[src/rtl/gbr_pkg.sv]
package gbr_pkg;
    localparam int GBR_DATA_W  = 64;
    localparam int GBR_CARRY_W = 2;

    typedef enum logic {
        WIDTH_FULL = 1'b0,
        WIDTH_HALF = 1'b1
    } gbr_width_e;
endpackage

[src/rtl/gbr_stage.sv]
// One butterfly level: exchanges neighbouring groups of DIST bits when swap is set.
module gbr_stage #(
    parameter int WIDTH = 64,
    parameter int DIST  = 1
) (
    input  logic [WIDTH-1:0] din,
    input  logic             swap,
    output logic [WIDTH-1:0] dout
);
    for (genvar i = 0; i < WIDTH; i++) begin : g_bit
        localparam int PARTNER = i ^ DIST;
        assign dout[i] = swap ? din[PARTNER] : din[i];
    end
endmodule

[src/rtl/gbr_network.sv]
// Chain of log2(WIDTH) butterfly stages; composed, bit i takes input bit i ^ ctl.
module gbr_network #(
    parameter int WIDTH = 64,
    parameter int CTL_W = $clog2(WIDTH)
) (
    input  logic [WIDTH-1:0] din,
    input  logic [CTL_W-1:0] ctl,
    output logic [WIDTH-1:0] dout
);
    logic [WIDTH-1:0] lane [CTL_W+1];

    assign lane[0] = din;

    for (genvar s = 0; s < CTL_W; s++) begin : g_stage
        gbr_stage #(
            .WIDTH (WIDTH),
            .DIST  (1 << s)
        ) u_stage (
            .din  (lane[s]),
            .swap (ctl[s]),
            .dout (lane[s+1])
        );
    end

    assign dout = lane[CTL_W];
endmodule

[src/rtl/gbr_narrow.sv]
// Width shaping: half-width mode keeps the low half and clears the rest.
module gbr_narrow #(
    parameter int WIDTH = 64
) (
    input  logic [WIDTH-1:0] din,
    input  logic             half,
    output logic [WIDTH-1:0] dout
);
    localparam int HALF_W = WIDTH / 2;

    always_comb begin
        dout = din;
        if (half) begin
            dout[WIDTH-1:HALF_W] = '0;
        end
    end
endmodule

[src/rtl/gbr_permuter.sv]
module gbr_permuter
    import gbr_pkg::*;
#(
    parameter int DATA_W  = GBR_DATA_W,
    parameter int CARRY_W = GBR_CARRY_W
) (
    input  logic               clk,
    input  logic               rst_n,
    input  logic [DATA_W-1:0]  ra,
    input  logic [DATA_W-1:0]  rb,
    input  logic               half_mode,
    output logic [DATA_W-1:0]  result,
    output logic [CARRY_W-1:0] carry
);
    localparam int CTL_W = $clog2(DATA_W);

    gbr_width_e       width_sel;
    logic [CTL_W-1:0] ctl;
    logic [DATA_W-1:0] permuted;
    logic [DATA_W-1:0] shaped;
    logic             unused_rb_hi;

    assign width_sel    = half_mode ? WIDTH_HALF : WIDTH_FULL;
    assign unused_rb_hi = ^rb[DATA_W-1:CTL_W];

    // Control field: the top control bit is dropped in half-width mode.
    always_comb begin
        ctl = rb[CTL_W-1:0];
        unique case (width_sel)
            WIDTH_HALF: ctl[CTL_W-1] = 1'b0;
            WIDTH_FULL: ctl          = rb[CTL_W-1:0];
            default:    ctl          = rb[CTL_W-1:0];
        endcase
    end

    gbr_network #(
        .WIDTH (DATA_W),
        .CTL_W (CTL_W)
    ) u_network (
        .din  (ra),
        .ctl  (ctl),
        .dout (permuted)
    );

    gbr_narrow #(
        .WIDTH (DATA_W)
    ) u_narrow (
        .din  (permuted),
        .half (width_sel == WIDTH_HALF),
        .dout (shaped)
    );

    always_ff @(posedge clk or negedge rst_n) begin
        if (!rst_n) begin
            result <= '0;
        end else begin
            result <= shaped;
        end
    end

    assign carry = '0;
endmodule

[config.mk]
export PLATFORM = sky130hd
export DESIGN_NAME = gbr_permuter
export DESIGN_NICKNAME = d
export VERILOG_FILES = /design/src/rtl/gbr_pkg.sv /design/src/rtl/gbr_stage.sv /design/src/rtl/gbr_network.sv /design/src/rtl/gbr_narrow.sv /design/src/rtl/gbr_permuter.sv
export SDC_FILE = /design/constraint.sdc
export NUM_CORES = 1
export LEC_CHECK = 0
export ABC_AREA = 1
export BUFFER_PORTS_ARGS = -buffer_cell sky130_fd_sc_hd__buf_2
export CAP_MARGIN = 20
export CORE_MARGIN = 2
export CORE_UTILIZATION = 55
export CTS_CLUSTER_DIAMETER = 40
export CTS_CLUSTER_SIZE = 10
export DETAILED_ROUTE_END_ITERATION = 8
export PLACE_DENSITY = 0.83
export SYNTH_ARGS = -nofsm -noshare
export SYNTH_HDL_FRONTEND = slang
export SYNTH_HIERARCHICAL = 1
export SYNTH_SLANG_ARGS = --single-unit
[constraint.sdc]
create_clock -name clk -period 0.8 [get_ports clk]
set_clock_uncertainty 0.1 [all_clocks]
set_input_delay 0.16 -clock clk [delete_from_list [all_inputs] [get_ports clk]]
set_output_delay 0.16 -clock clk [all_outputs]
set_load 0.05 [all_outputs]
==> out/metrics.csv, run 1 <==
metric,value,unit
syn_avg_cell_area,5.137,um^2
fin_ws,-0.7532,ns
cts_made_buffers,9,
fp.dieW,118.5,um
cts_root_buf,clkbuf_16,
slew_viol_final,0,
synth_cell_types,11,
grt_pass1_vias,7218,
reg_top3,result: 64 flops,
irDropWorstVdd,986.9,uV
worstHoldPathType,input port to flop,
cts_sinks,64,
wl_per_cell,13.94,um
clock_path_buffers,2,
via_count,8634,
antenna_found_initial,0,
start_util,56.69,%
dieArea,14040,um^2
critical_path.max_stage_delay,0.14,ns
synth_seq_cells,64,
core,12720,um^2
clk_pin_slew,0.05,ns
finalNonFillerCells,1659,
portBuffers,136,
postSynthCellCount,1404,
drt-initial-drc-count,783,
p_int,8.496,mW
ys_warn_count,6,
failed_checks,negative setup slack,
grt_start_max_net_pins,65,
path_delay_family,simple AND/OR/NAND/NOR gates,
dp_cells,1631,
top_register,result,
power,14.97,mW
status,"complete, but fails checks",
p_clk_share,24.9,%
post-route-drc-count,0,
worst-path-buf-inv,5,
crit_slowest_cell,nand2_2,
cp-start-kind,input port,
combPwrFrac,49.5,%
synth_seq_area_share,22.21,%
p_seq_share,25.6,%
crit_path_cell_trace,buf_12 -> clkinv_8 -> buf_12 -> buf_16 -> nand2_2 -> nand2_1 -> nand2_1 -> nand2_1 -> nand2_1 -> nand2_2 -> nand2_2 -> nand2_2 -> nand2_1 -> nand2_2 -> nand2_1 -> nand2_1 -> inv_1 -> nor2_1,
required,0.95,ns
layout-drive-gt1-share,37.12,%
vias_per_cell,5.204,
die_y,118.5,um
ant_nets,0,
antennaDiodeCount,0,
place_hpwl,15.35,mm
period_share,194.2,%
finalSetupViolations,128,
hold_viol_final,0,
p_switching,6.471,mW
first_pass_iters,8,
netlist_area,7212,um^2
gp_congestion,1.002,
p_per_area,1600,nW/um^2
routed_wl,23.13,mm
cts_max_level,3,
fill_cells,1048,
setup.worst_path.class,input port to flop,
clock.fmax,0.6438,GHz
leakage,5.460,nW
rows,41,
gr-total-overflow,0,
end_kind,flop,
ioPinCount,197,
switching_share,43.24,%
grt_pass1_wl,34.85,mm
largest_reg_flops,64,
cts_tree,built,
finalNetCount,1614,
path_common_cell,nand2_1,
cp_data_arrival_time,1.71,ns
area_delta_synth_final,29.72,%
grt_use_total,30.33,%
fin_crit,1.553,ns
pre_cts_ws,-1.127,ns
grt_setup_unrepaired,true,
cp_max_fo,5,
drv_cap,0,
-- through the flow --
stage	utilization (%)	hold WS [ns]	area [um^2]	setup TNS [ns]
after floorplan	-	-0.2356	7317	-38.03
after global placement	59.88	0.03266	7619	-61.95
after detailed placement	59.88	0.03137	7619	-64.70
after CTS	67.98	0.2060	8648	-58.37
after global routing	73.53	0.2446	9355	-68.90
final	73.53	0.2208	9355	-62.46
-- cell families (layout without fill, tap and decap cells) --
logic type             count (synthesis)  count (layout)  share of synthesized area (%)
buffers and inverters                154             236                          16.03
other                                  1               2                        0.05200
and+or+nand+nor                     1185            1185                          61.71
DFF                                   64              64                          22.21
-- Yosys cell counts --
| library cell | n | area (um^2) |
|---|---|---|
| conb_1 | 1 | 3.750 |
| clkbuf_8 | 36 | 495.5 |
| inv_1 | 33 | 123.9 |
| nor2_1 | 32 | 120.1 |
| buf_4 | 40 | 300.3 |
| nor2_2 | 1 | 6.260 |
| dfrtp_1 | 64 | 1602 |
| buf_6 | 3 | 33.78 |
| nand2_1 | 1152 | 4324 |
| buf_2 | 36 | 180.2 |
| inv_2 | 6 | 22.52 |
-- power by group through the flow --
stage          Clock, mW  Sequential [mW]  Combinational [mW]
2_1_floorplan          0             5.10                3.39
3_3_place_gp           0             3.78                5.74
3_5_place_dp           0             3.79                5.82
4_1_cts             3.73             3.80                6.52
5_1_grt             3.88             3.87                7.95
6_report            3.73             3.83                7.40
-- worst paths after layout --
path | start | cells after the start | slack [ns] | to
min in group asynchronous | rst_n | 3 | 0.25 | result[12]
worst min-delay path | rb[4] | 6 | 0.22 | result[26]
max in group asynchronous | rst_n | 3 | 0.04 | result[60]
worst max-delay path | rb[0] | 18 | -0.75 | result[51]
-- placed cells by master, fill, tap and decap left out --
cell type | synthesis | layout
clkinv_2 | 0 | 2
inv_2 | 6 | 7
nor2_4 | 0 | 1
bufinv_16 | 0 | 1
clkbuf_16 | 0 | 10
dfrtp_2 | 0 | 39
clkinvlp_4 | 0 | 1
dfrtp_1 | 64 | 25
buf_4 | 40 | 19
buf_6 | 3 | 62
nand2_4 | 0 | 7
nand2_2 | 0 | 296
buf_12 | 0 | 18
conb_1 | 1 | 2
nor2_2 | 1 | 7
dlygate4sd3_1 | 0 | 1
buf_16 | 0 | 6
clkinv_8 | 0 | 1
nand2_1 | 1152 | 849
inv_1 | 33 | 31
nor2_1 | 32 | 25
buf_2 | 36 | 75
clkbuf_1 | 0 | 2
-- layer usage --
metal  wire length (um)  GRT usage [%]  up-vias
met4                880          10.64        0
met2              11050          51.08      443
met1               9125          40.59     3892
li1                   -              -     4235
met5                  0              0        -
met3               2070          2.944       64
-- what timing repair did --
action | CTS | global route
resized for setup | 201 | 271
buffers inserted | 4 | 3
endpoints found under the hold margin | 64 | 0
pin swaps | 85 | 124
setup endpoints to repair | 128 | 175
hold buffers | 1 | 0
cloned | 5 | 1
-- cell type report --
| cell class | count | area, um^2 | share of cell area, % |
|---|---|---|---|
| timing repair buffer | 182 | 1777 | 18.99 |
| tap | 172 | 215.2 | 2.300 |
| clock inverter | 4 | 47.55 | 0.5082 |
| multi-input combinational | 1187 | 5274 | 56.37 |
| inverter | 39 | 158.9 | 1.699 |
| sequential | 64 | 1650 | 17.64 |
| clock buffer | 11 | 232.7 | 2.488 |
(Power assumes the default switching activity.)
==> run 2: changes to the inputs <==
- BUFFER_PORTS_ARGS: -buffer_cell sky130_fd_sc_hd__buf_2 -> -buffer_cell sky130_fd_sc_hd__clkbuf_2
- CORE_ASPECT_RATIO: not set -> 0.6
==> out/metrics.csv, run 2 (synthesis gave the netlist of run 1 again) <==
metric,value,unit
status,"complete, but fails checks",
failed_checks,negative setup slack,
p_seq_share,23.7,%
cts_sinks,64,
grt_pass1_vias,7837,
period_share,204.1,%
slew_viol_final,0,
cts_root_buf,clkbuf_16,
post-route-drc-count,0,
crit_path_cell_trace,clkbuf_16 -> inv_12 -> buf_12 -> buf_6 -> nand2_1 -> nand2_1 -> nand2_1 -> nand2_1 -> nand2_1 -> nand2_1 -> nand2_1 -> nand2_2 -> nand2_1 -> nand2_2 -> nand2_2 -> nand2_2 -> inv_2 -> nor2_1,
fin_area,10070,um^2
grt_setup_unrepaired,true,
first_pass_iters,6,
switching_share,41.33,%
gp_congestion,1.048,
finalSetupViolations,188,
path_common_cell,nand2_1,
fill_cells,930,
grt_start_max_net_pins,54,
leakage,5.815,nW
clock_path_buffers,2,
layout-drive-gt1-share,38.34,%
ant_nets,0,
via_count,9121,
combPwrFrac,50.8,%
routed_wl,25.88,mm
place_hpwl,16.62,mm
required,0.95,ns
top_register,result,
wl_per_cell,15.26,um
cts_made_buffers,9,
antennaDiodeCount,0,
placed_area,8242,um^2
area_delta_synth_final,39.70,%
fp.dieW,151.8,um
cp-start-kind,input port,
p_clk_share,25.4,%
cts_tree,built,
setup.worst_path.class,input port to flop,
dieArea,14070,um^2
irDropWorstVdd,1154,uV
rows,32,
clk_pin_slew,0.05,ns
layout_common_cells,"nand2_1 (852), nand2_2 (284), clkbuf_2 (71)",
grt_pass1_wl,38.24,mm
reg_top3,result: 64 flops,
drt-initial-drc-count,982,
core,12810,um^2
cp_max_fo,6,
crit_slowest_cell,clkbuf_16,
antenna_found_initial,0,
end_kind,flop,
fin_crit,1.633,ns
cp_data_arrival_time,1.78,ns
portBuffers,136,
grt_use_total,34.08,%
vias_per_cell,5.378,
p_int,9.723,mW
fin_ws,-0.8328,ns
finalNetCount,1653,
largest_reg_flops,64,
p_switching,6.850,mW
die_y,92.70,um
gr-total-overflow,0,
drv_cap,0,
final_common_cell,nand2_1,
clock.fmax,0.6125,GHz
cts_max_level,3,
ioPinCount,197,
start_util,56.29,%
timing.hold.ws,0.1898,ns
hold_viol_final,0,
power,16.57,mW
p_per_area,1645,nW/um^2
critical_path.max_stage_delay,0.14,ns
worstHoldPathType,input port to async pin,
pre_cts_ws,-1.118,ns
[run 2: critical path: cells and delay by family]
family / cells / cell delay (ns)
and+or+nand+nor: 13 / 1.10
buffers and inverters: 5 / 0.51
[run 2: metal layers]
layer	vias up	wire, um	share of wire [%]	global-route usage, %
met4	0	948	3.7	9.034
met3	107	3259	13	10.76
li1	4318	-	-	-
met5	-	0	0	0
met2	536	11600	45	54.39
met1	4160	10070	39	44.99
[run 2: timing repair]
item | 4_1_cts | 5_1_grt
gates cloned | 4 | 4
hold buffers | 1 | 1
buffers inserted | 5 | 6
hold endpoints to repair | 64 | 64
resized for setup | 183 | 290
pin swaps | 78 | 152
setup endpoints to repair | 128 | 188
[run 2: path summary, 6_finish.rpt]
path                       startpoint    endpoint  depth (start not counted)
worst max-delay path            rb[0]  result[37]                         18
worst min-delay path            rst_n  result[51]                          2
max in group asynchronous       rst_n  result[39]                          3
min in group clk            half_mode   result[0]                          5
[run 2: through the flow]
stage / cells / util, % / setup TNS [ns]
3_3_place_gp: 1664 / 64.33 / -65.40
6_report: 1696 / 78.63 / -75.98
2_1_floorplan: 1405 / - / -38.03
3_5_place_dp: 1664 / 64.33 / -68.25
4_1_cts: 1689 / 72.68 / -72.47
5_1_grt: 1696 / 78.63 / -86.90
[run 2: power groups by stage]
stage | Combinational (mW) | Clock, mW | Sequential, mW
finish | 8.42 | 4.21 | 3.93
global route | 8.93 | 4.44 | 3.96
CTS | 7.36 | 4.21 | 3.89
detailed placement | 6.69 | 0 | 3.91
global placement | 6.61 | 0 | 3.92
floorplan | 3.39 | 0 | 5.10
[run 2: final cells by class]
cell class,count,area (um^2),area share [%]
Clock inverter,3,65.06,0.6458
Inverter,39,158.9,1.577
Tap cell,170,212.7,2.111
Multi-Input combinational cell,1187,5301,52.62
Clock buffer,12,256.5,2.546
Timing Repair Buffer,221,2430,24.12
Sequential cell,64,1650,16.38
==> run 3: changes to the inputs <==
- CELL_PAD_IN_SITES_DETAIL_PLACEMENT: not set -> 1
- CELL_PAD_IN_SITES_GLOBAL_PLACEMENT: not set -> 1
- CORE_UTILIZATION: 55 -> 35
- PLACE_DENSITY: 0.83 -> 0.82
==> out/metrics.csv, run 3 (synthesis gave the netlist of run 1 again) <==
metric,value,unit
status,"complete, but fails checks",
failed_checks,"negative hold slack, negative setup slack",
grt_use_total,28.50,%
gp_congestion,0.9110,
portBuffers,136,
reg_top3,result: 64 flops,
antenna_found_initial,0,
fp.dieW,189.3,um
cts_made_buffers,9,
gr-total-overflow,0,
setup.worst_path.class,input port to flop,
required,0.94,ns
cp_max_fo,13,
p_per_area,1658,nW/um^2
dp_cells,1782,
layout_common_cells,"nand2_1 (876), nand2_2 (268), clkbuf_2 (71)",
dieArea,21810,um^2
power,17.02,mW
finalNetCount,1663,
path_depth,17,
worst-path-buf-inv,4,
fin_crit,1.772,ns
grt_pass1_vias,9304,
via_count,9157,
clock_path_buffers,2,
post-route-drc-count,0,
cts_root_buf,clkbuf_16,
multi_input_area,5209,um^2
die_y,115.2,um
timing.hold.ws,-0.04405,ns
critical_path.max_stage_delay,0.16,ns
met3_length,1.846,mm
grt_setup_unrepaired,true,
drt-met1-wl,13.89,mm
worstHoldPathType,input port to async pin,
period_share,221.4,%
antennaDiodeCount,0,
drt-initial-drc-count,641,
crit_path_cell_trace,clkbuf_16 -> inv_12 -> buf_12 -> nand2_1 -> nand2_1 -> nand2_1 -> nand2_1 -> nand2_1 -> nand2_1 -> nand2_1 -> nand2_2 -> nand2_1 -> nand2_2 -> nand2_1 -> nand2_1 -> inv_1 -> nor2_1,
cts_sinks,64,
finalNonFillerCells,1810,
leakage,5.857,nW
cp-start-kind,input port,
wl_met2,15.69,mm
grt_start_max_net_pins,65,
cts_tree,built,
finalSetupViolations,128,
wl_per_cell,17.83,um
path_common_cell,nand2_1,
cts_max_level,3,
largest_reg_flops,64,
irDropWorstVdd,950.0,uV
rows,40,
clock.fmax,0.5645,GHz
fin_ws,-0.9716,ns
top_register,result,
end_kind,flop,
start_util,35.85,%
drv_cap,0,
first_pass_iters,4,
hold_viol_final,64,
path_delay_family,simple AND/OR/NAND/NOR gates,
area_delta_synth_final,42.31,%
ioPinCount,197,
grt_pass1_wl,48.69,mm
final_common_cell,nand2_1,
fin_setup_tns,-73.56,ns
layout-drive-gt1-share,37.48,%
crit_slowest_cell,nor2_1,
vias_per_cell,5.059,
slew_viol_final,0,
routed.top_layer,met4,
place_hpwl,21.84,mm
seqCellArea,1650,um^2
fill_cells,2781,
cp_data_arrival_time,1.91,ns
ant_nets,0,
routed_wl,32.28,mm
core,20120,um^2
clk_pin_slew,0.06,ns
-- run 3: cell types whose count changed in the layout (fill, tap and decap cells not counted), sizes merged --
cell	change
dlygate4sd3	-1
clkbuf	-3
buf	+12
clkinvlp	+2
inv	+1
-- run 3: routing by layer --
layer	up-vias	track usage, %
li1	4336	-
met1	4478	36.41
met2	269	51.04
met3	74	5.403
met4	0	4.858
met5	-	0
-- run 3: area by class of cell --
| cell class | instances | share of cell area (%) |
|---|---|---|
| Inverter | 39 | 1.548 |
| Clock buffer | 10 | 2.231 |
| Timing Repair Buffer | 231 | 25.16 |
| Multi-Input combinational cell | 1187 | 50.75 |
| Sequential cell | 64 | 16.08 |
| Tap cell | 273 | 3.328 |
| Clock inverter | 6 | 0.9021 |
-- run 3: per-stage QoR --
stage | worst slack, ns | cell area (um^2) | utilization (%)
6_report | -0.9716 | 10260 | 51.01
5_1_grt | -0.9789 | 10260 | 51.01
4_1_cts | -0.7542 | 9749 | 48.46
3_5_place_dp | -1.262 | 8533 | 42.41
3_3_place_gp | -1.161 | 8533 | 42.41
2_1_floorplan | -0.5995 | 7317 | -
-- run 3: power breakdown --
part	internal, mW	total, mW	switching (mW)
clock network	2.75	4.31	1.57
registers	3.63	3.95	0.312
logic	3.34	8.76	5.42
-- run 3: worst max path at each step --
stage / from / to / slack (ns)
floorplan: rb[0] / result[10] / -0.60
global placement: rb[0] / result[36] / -1.16
detailed placement: rb[0] / result[33] / -1.26
CTS: rb[0] / result[44] / -0.75
global route: rb[0] / result[57] / -0.98
finish: rb[0] / result[57] / -0.97
-- run 3: what timing repair did --
action | CTS | global route
buffers inserted | 4 | 2
hold endpoints to repair | 64 | 61
endpoints found under the setup margin | 128 | 128
gates resized for setup | 224 | 202
gates cloned | 5 | 1
pin swaps | 90 | 115
